<file path="src/rtl/dly_failover_mon.sv">
module dly_failover_mon #(
  parameter int DATA_W  = 16,
  parameter int RUN_LEN = 4,
  parameter int CNT_W   = 8
) (
  input  logic              clk,
  input  logic              rst_n,
  input  logic [DATA_W-1:0] primary_data,
  input  logic [DATA_W-1:0] spare_data,
  input  logic              primary_warn,
  input  logic              spare_warn,
  output logic [DATA_W-1:0] out_data,
  output logic              using_spare,
  output logic              predicted_fail,
  output logic              fatal,
  output logic [CNT_W-1:0]  event_count
);
  localparam int RUN_W = $clog2(RUN_LEN + 1);
  localparam logic [RUN_W-1:0] RUN_LAST = RUN_W'(RUN_LEN - 1);
  localparam logic [CNT_W-1:0] CNT_MAX  = '1;

  logic [RUN_W-1:0] run_cnt;
  logic             watched;
  logic             trip;

  assign watched  = !fatal && (using_spare ? spare_warn : primary_warn);
  assign trip     = watched && (run_cnt == RUN_LAST);
  assign out_data = using_spare ? spare_data : primary_data;

  always_ff @(posedge clk) begin
    if (!rst_n) begin
      run_cnt        <= '0;
      using_spare    <= 1'b0;
      fatal          <= 1'b0;
      predicted_fail <= 1'b0;
      event_count    <= '0;
    end else begin
      predicted_fail <= trip;
      if (!watched || trip) run_cnt <= '0;
      else                  run_cnt <= run_cnt + 1'b1;
      if (trip) begin
        if (using_spare) fatal       <= 1'b1;
        else             using_spare <= 1'b1;
      end
      if (watched && event_count != CNT_MAX) event_count <= event_count + 1'b1;
    end
  end

  assert_spare_sticky_R4: assert property (@(posedge clk) disable iff (!rst_n)
    using_spare |=> using_spare);
  assert_failover_cause_R2: assert property (@(posedge clk) disable iff (!rst_n)
    $rose(using_spare) |-> $past(primary_warn));
  assert_fatal_sticky_R6: assert property (@(posedge clk) disable iff (!rst_n)
    fatal |=> fatal);
  assert_fatal_needs_spare_R6: assert property (@(posedge clk) disable iff (!rst_n)
    fatal |-> using_spare);
  assert_pulse_on_trip_R7: assert property (@(posedge clk) disable iff (!rst_n)
    predicted_fail |-> ($rose(using_spare) || $rose(fatal)));
  assert_spare_ignored_R5: assert property (@(posedge clk) disable iff (!rst_n)
    (!using_spare && !primary_warn) |=> $stable(event_count));
  assert_no_overflow_R8: assert property (@(posedge clk) disable iff (!rst_n)
    (event_count == CNT_MAX) |=> (event_count == CNT_MAX));
endmodule

</file>
<file path="config.mk">
export PLATFORM = sky130hd
export DESIGN_NAME = dly_failover_mon
export DESIGN_NICKNAME = d
export VERILOG_FILES = /design/src/rtl/dly_failover_mon.sv
export SDC_FILE = /design/constraint.sdc
export NUM_CORES = 1
export LEC_CHECK = 0
export BUFFER_PORTS_ARGS = -buffer_cell sky130_fd_sc_hd__buf_2
export CELL_PAD_IN_SITES_DETAIL_PLACEMENT = 1
export CELL_PAD_IN_SITES_GLOBAL_PLACEMENT = 1
export CORE_MARGIN = 5
export CORE_UTILIZATION = 27
export DETAILED_ROUTE_END_ITERATION = 12
export GPL_ROUTABILITY_DRIVEN = 0
export PLACE_DENSITY = 0.82
export SLEW_MARGIN = 15
export SYNTH_ARGS = -nofsm -noshare
export SYNTH_HDL_FRONTEND = slang
export SYNTH_SLANG_ARGS = --single-unit
</file>
<file path="constraint.sdc">
create_clock -name clk -period 2.44 [get_ports clk]
set_clock_uncertainty 0.2 [all_clocks]
set_input_delay 0.122 -clock clk [delete_from_list [all_inputs] [get_ports clk]]
set_output_delay 0.122 -clock clk [all_outputs]
set_load 0.1 [all_outputs]
</file>
# After elaboration in Yosys (flattened, before gate mapping)
# Cells that the tools add are included.
[word_totals] reg_bits=14 inputBits=36 output_inout_bits=27 elab_cells=20
[op_classes] add_sub_neg=2 eq_ne=2 mux=2 bitwise=1 n_reduce_logical=8
[ops] cell="16-bit two-way mux" count=1
[ops] cell="8-bit by 1-bit adder with 8-bit output, second input constant" count=1
[ops] cell="8-bit inequality test, second input constant" count=1
[ops] cell="3-bit by 1-bit adder with 3-bit output, second input constant" count=1
[ops] cell="3-bit by 2-bit equality test with 1-bit output, second input constant" count=1
[ops] cell="1-bit logical AND" count=3
[ops] cell="1-bit zero test" count=2
[ops] cell="2-bit AND reduction" count=1
[ops] cell="2-bit OR reduction" count=1
[ops] cell="1-bit logical OR" count=1
[ops] cell="1-bit two-way mux" count=1
[ops] cell="1-bit NOT" count=1

# Depth between registers and ports, before layout
[depth] word_depth=5 depth_mapped=5 depth_no_buf=5

# Least setup slack after synthesis
# OpenSTA, ideal clock, no wires.
[synth_path] path_kind="register to output" startpoint="reg using_spare" endpoint="out out_data[10]" arrival_ns=2.111 path_slack_ns=0.007 path_stages_with_launch=4 path_buffers=2 cell_sequence="dfxtp_1 buf_6 clkbuf_1 mux2_2"
[synth_via] elab_chain_len=1
[synth_rtl] element="start, declared" line_no="13" rtl="output logic using_spare,"
[synth_rtl] element="start signal, assigned" line_no="33" rtl="using_spare <= 1'b0;"
[synth_rtl] element="start signal, assigned" line_no="43" rtl="else using_spare <= 1'b1;"
[synth_rtl] element="16-bit two-way mux" line_no="28" rtl="assign out_data = using_spare ? spare_data : primary_data;"
[synth_rtl] element="end, declared" line_no="12" rtl="output logic [DATA_W-1:0] out_data,"
# Every way passes these cells.

# Final worst setup path
[layout_path] startpoint="reg using_spare" endpoint="out out_data[6]"
# The elaborated chain is that of the path after synthesis.

==> qor.yml <==
status: "completed"
numCtsBuffers: 3
p_sw_share_pct: 40.3
ios: 63
syn-num-nets: 120
first_global_vias: 1058
p_sw_w: 0.000256
grt_pass1_wl_mm: 4.81
synthFlopType: "dfxtp_1"
clockPowerShare_pct: 26.2
ant_nets: 0
powerDensity_mw_per_mm2: 522
rows: 20
irDropWorstVdd_v: 0.000210
highest_layer: "met4"
drt_wl_total_mm: 2.81
wl_met3_um: 228
cp.arrival_ns: 1.79
dieWidth_um: 65.4
cts-htree-levels: 1
synth_edf_count: 0
antenna_found_initial: 0
antenna_cells: 0
crit_fanout: 11
core_area_sq_mm: 0.00300
fin_area_sq_mm: 0.00121
dr_wl_met2_mm: 1.58
min_period_ns: 2.11
drtPass1Iterations: 3
ys_seq_area_share_pct: 33.8
syn-cell-area_sq_um: 828
port_buffers: 62
cts_setup_buffers: 0
grt_max_degree: 12
fmax_mhz: 473
max_slew.worst_pin.slew_ns: 0.508
critical_path_class: "reg -> out"
p_seq_share_pct: 37.8
ys_warn_count: 0
cts.sinks: 14
crit_path_start_kind: "flop"
synth_cells: 81
syn_area_per_cell_sq_um: 10.2
clkLatencyLatePin_ns: 0.28
internal_power_w: 0.000378
grt_overflow: 0
r2r_setup_slack_ns: 0.56
finalSetupViolations: 0
fin_tns_setup_ns: 0
hold_path_end: "run_cnt[0]$_SDFF_PP0_"
synth_top_cell_area_share_pct: 33.8
fp.dieH_um: 65.4
via_per_inst: 4.96
async_flop_share_pct: 0
r2r_start: "event_count[0]$_SDFFE_PN0P_"
finalHoldViolations: 0
synth.distinct_cells: 29
cts_buffer_depth: 2
fin_crit_sh_pct: 86.6
synth_top_area_cell: "dfxtp_1"
hold_depth: 1
drv_cap: 0
cts_tree: "done"
place_area_sq_mm: 0.00117
synth.area.top_cells: "dfxtp_1 (34%), mux2_2 (22%), mux2i_1 (4.8%), ha_1 (4.5%), nor2_1 (2.7%)"
num_vias: 887
p_leak_nw: 0.611
groute.usage.overall_pct: 14.5
r2r_cells: 5
layout-drive-gt1-share_pct: 61.0
min_from: "run_cnt[0]$_SDFF_PP0_"
r2r_end: "event_count[5]$_SDFFE_PN0P_"
dp_hpwl_mm: 2.38
hp-class: "reg -> reg"
nets: 186
drtIter0Drc: 9
slew_viol_final: 0
post_drt_wl_per_cell_um: 15.7
syn_to_final_growth_pct: 46.5
cts-root-buf: "clkbuf_4"
power_frac_comb_pct: 36.1
start_util_pct: 27.6
drc: 0
crit_required_ns: 2.12
endpoint_kind: "primary output"
max_slew_margin_pct: 65.5
die_area_sq_mm: 0.00428
wl_met1_um: 956
synth-seq-cells: 14
rsz0062_at_grt: "no"
clkTransAtPathRegs_ns: 0.08
-- layout by cell type, fill, tap and decap left out, drive strengths merged, types with 2 or more instances in the layout --
master,netlist,layout
and3,2,2
mux2i,5,5
nand2,5,5
dfxtp,14,14
buf,1,63
nand3,3,3
clkbuf,2,4
a21o,2,2
inv,5,5
nand2b,2,2
xnor2,2,2
mux2,16,16
a21oi,2,2
ha,3,3
nor2,6,6
-- sequential cells by signal, summed over array words and instances (netlist names) --
name / count
run_cnt: 3
predicted_fail: 1
fatal: 1
using_spare: 1
event_count: 8
-- layer usage --
layer,global-route usage [%],vias up
met5,0,-
met3,5.98,4
met2,28.2,38
met1,13.6,424
li1,-,421
met4,4.15,0
-- cell families (layout without fill, tap and decap cells) --
| family | Yosys count | count (layout) | share of synthesized area [%] |
|---|---|---|---|
| fa+ha+maj | 3 | 3 | 4.53 |
| flops | 14 | 14 | 33.8 |
| xor+xnor | 2 | 2 | 2.12 |
| buf+inv | 8 | 73 | 4.68 |
| compound gates | 10 | 10 | 10.7 |
| mux | 21 | 21 | 28.2 |
| simple gates | 23 | 23 | 15.9 |
-- Yosys cell counts (2+ instances only) --
master and count:
a21o_1 2, a21oi_1 2, and3_1 2, dfxtp_1 14
ha_1 3, inv_1 4, mux2_2 16, mux2i_1 4
nand2_1 5, nand2b_1 2, nand3_1 3, nor2_1 6
xnor2_1 2
-- critical path, cell delays in order (launching register included) --
cell and delay, ns:
dfxtp_1 0.59, buf_4 0.27, mux2_2 0.36, buf_2 0.30
-- worst max-delay path by stage --
stage	slack (ns)	end	cells past startpoint	startpoint
after floorplan	0.007	out_data[10]	3	using_spare$_SDFFE_PN0P_
after global placement	0.63	event_count[5]$_SDFFE_PN0P_	5	event_count[0]$_SDFFE_PN0P_
after detailed placement	0.56	event_count[5]$_SDFFE_PN0P_	5	event_count[0]$_SDFFE_PN0P_
after CTS	0.32	out_data[1]	3	using_spare$_SDFFE_PN0P_
after global routing	0.23	out_data[6]	3	using_spare$_SDFFE_PN0P_
final	0.33	out_data[6]	3	using_spare$_SDFFE_PN0P_
-- power groups by stage --
stage,clock [W],sequential (W),combinational [W]
after global placement,0,0.000244,0.000224
after global routing,0.000180,0.000240,0.000239
after floorplan,0,0.000272,0.000148
after detailed placement,0,0.000244,0.000228
final,0.000166,0.000239,0.000228
after CTS,0.000171,0.000239,0.000230
-- repair_timing --
action                                 in CTS  in global routing
resized for setup                           0                  0
endpoints found under the hold margin       4                  0
hold buffers                                1                  0
-- area by class of cell --
cell class,instances,area (sq um)
Tap cell,33,41.3
Fill cell,390,1790
Sequential cell,14,280
Timing Repair Buffer,64,328
Clock buffer,4,36.3
Inverter,5,18.8
Multi-Input combinational cell,59,509
-- through the flow --
stage / setup WS [ns] / power [W] / hold WS (ns) / std cells / utilization [%]
global placement: 0.633 / 0.000467 / 0.208 / 174 / 38.9
global route: 0.227 / 0.000659 / 0.242 / 179 / 40.4
floorplan: 0.00695 / 0.000419 / 0.199 / 81 / -
detailed placement: 0.558 / 0.000472 / 0.218 / 174 / 38.9
finish: 0.327 / 0.000633 / 0.224 / 179 / 40.4
CTS: 0.316 / 0.000640 / 0.229 / 179 / 40.4
Power figures use the tool's default switching activity.
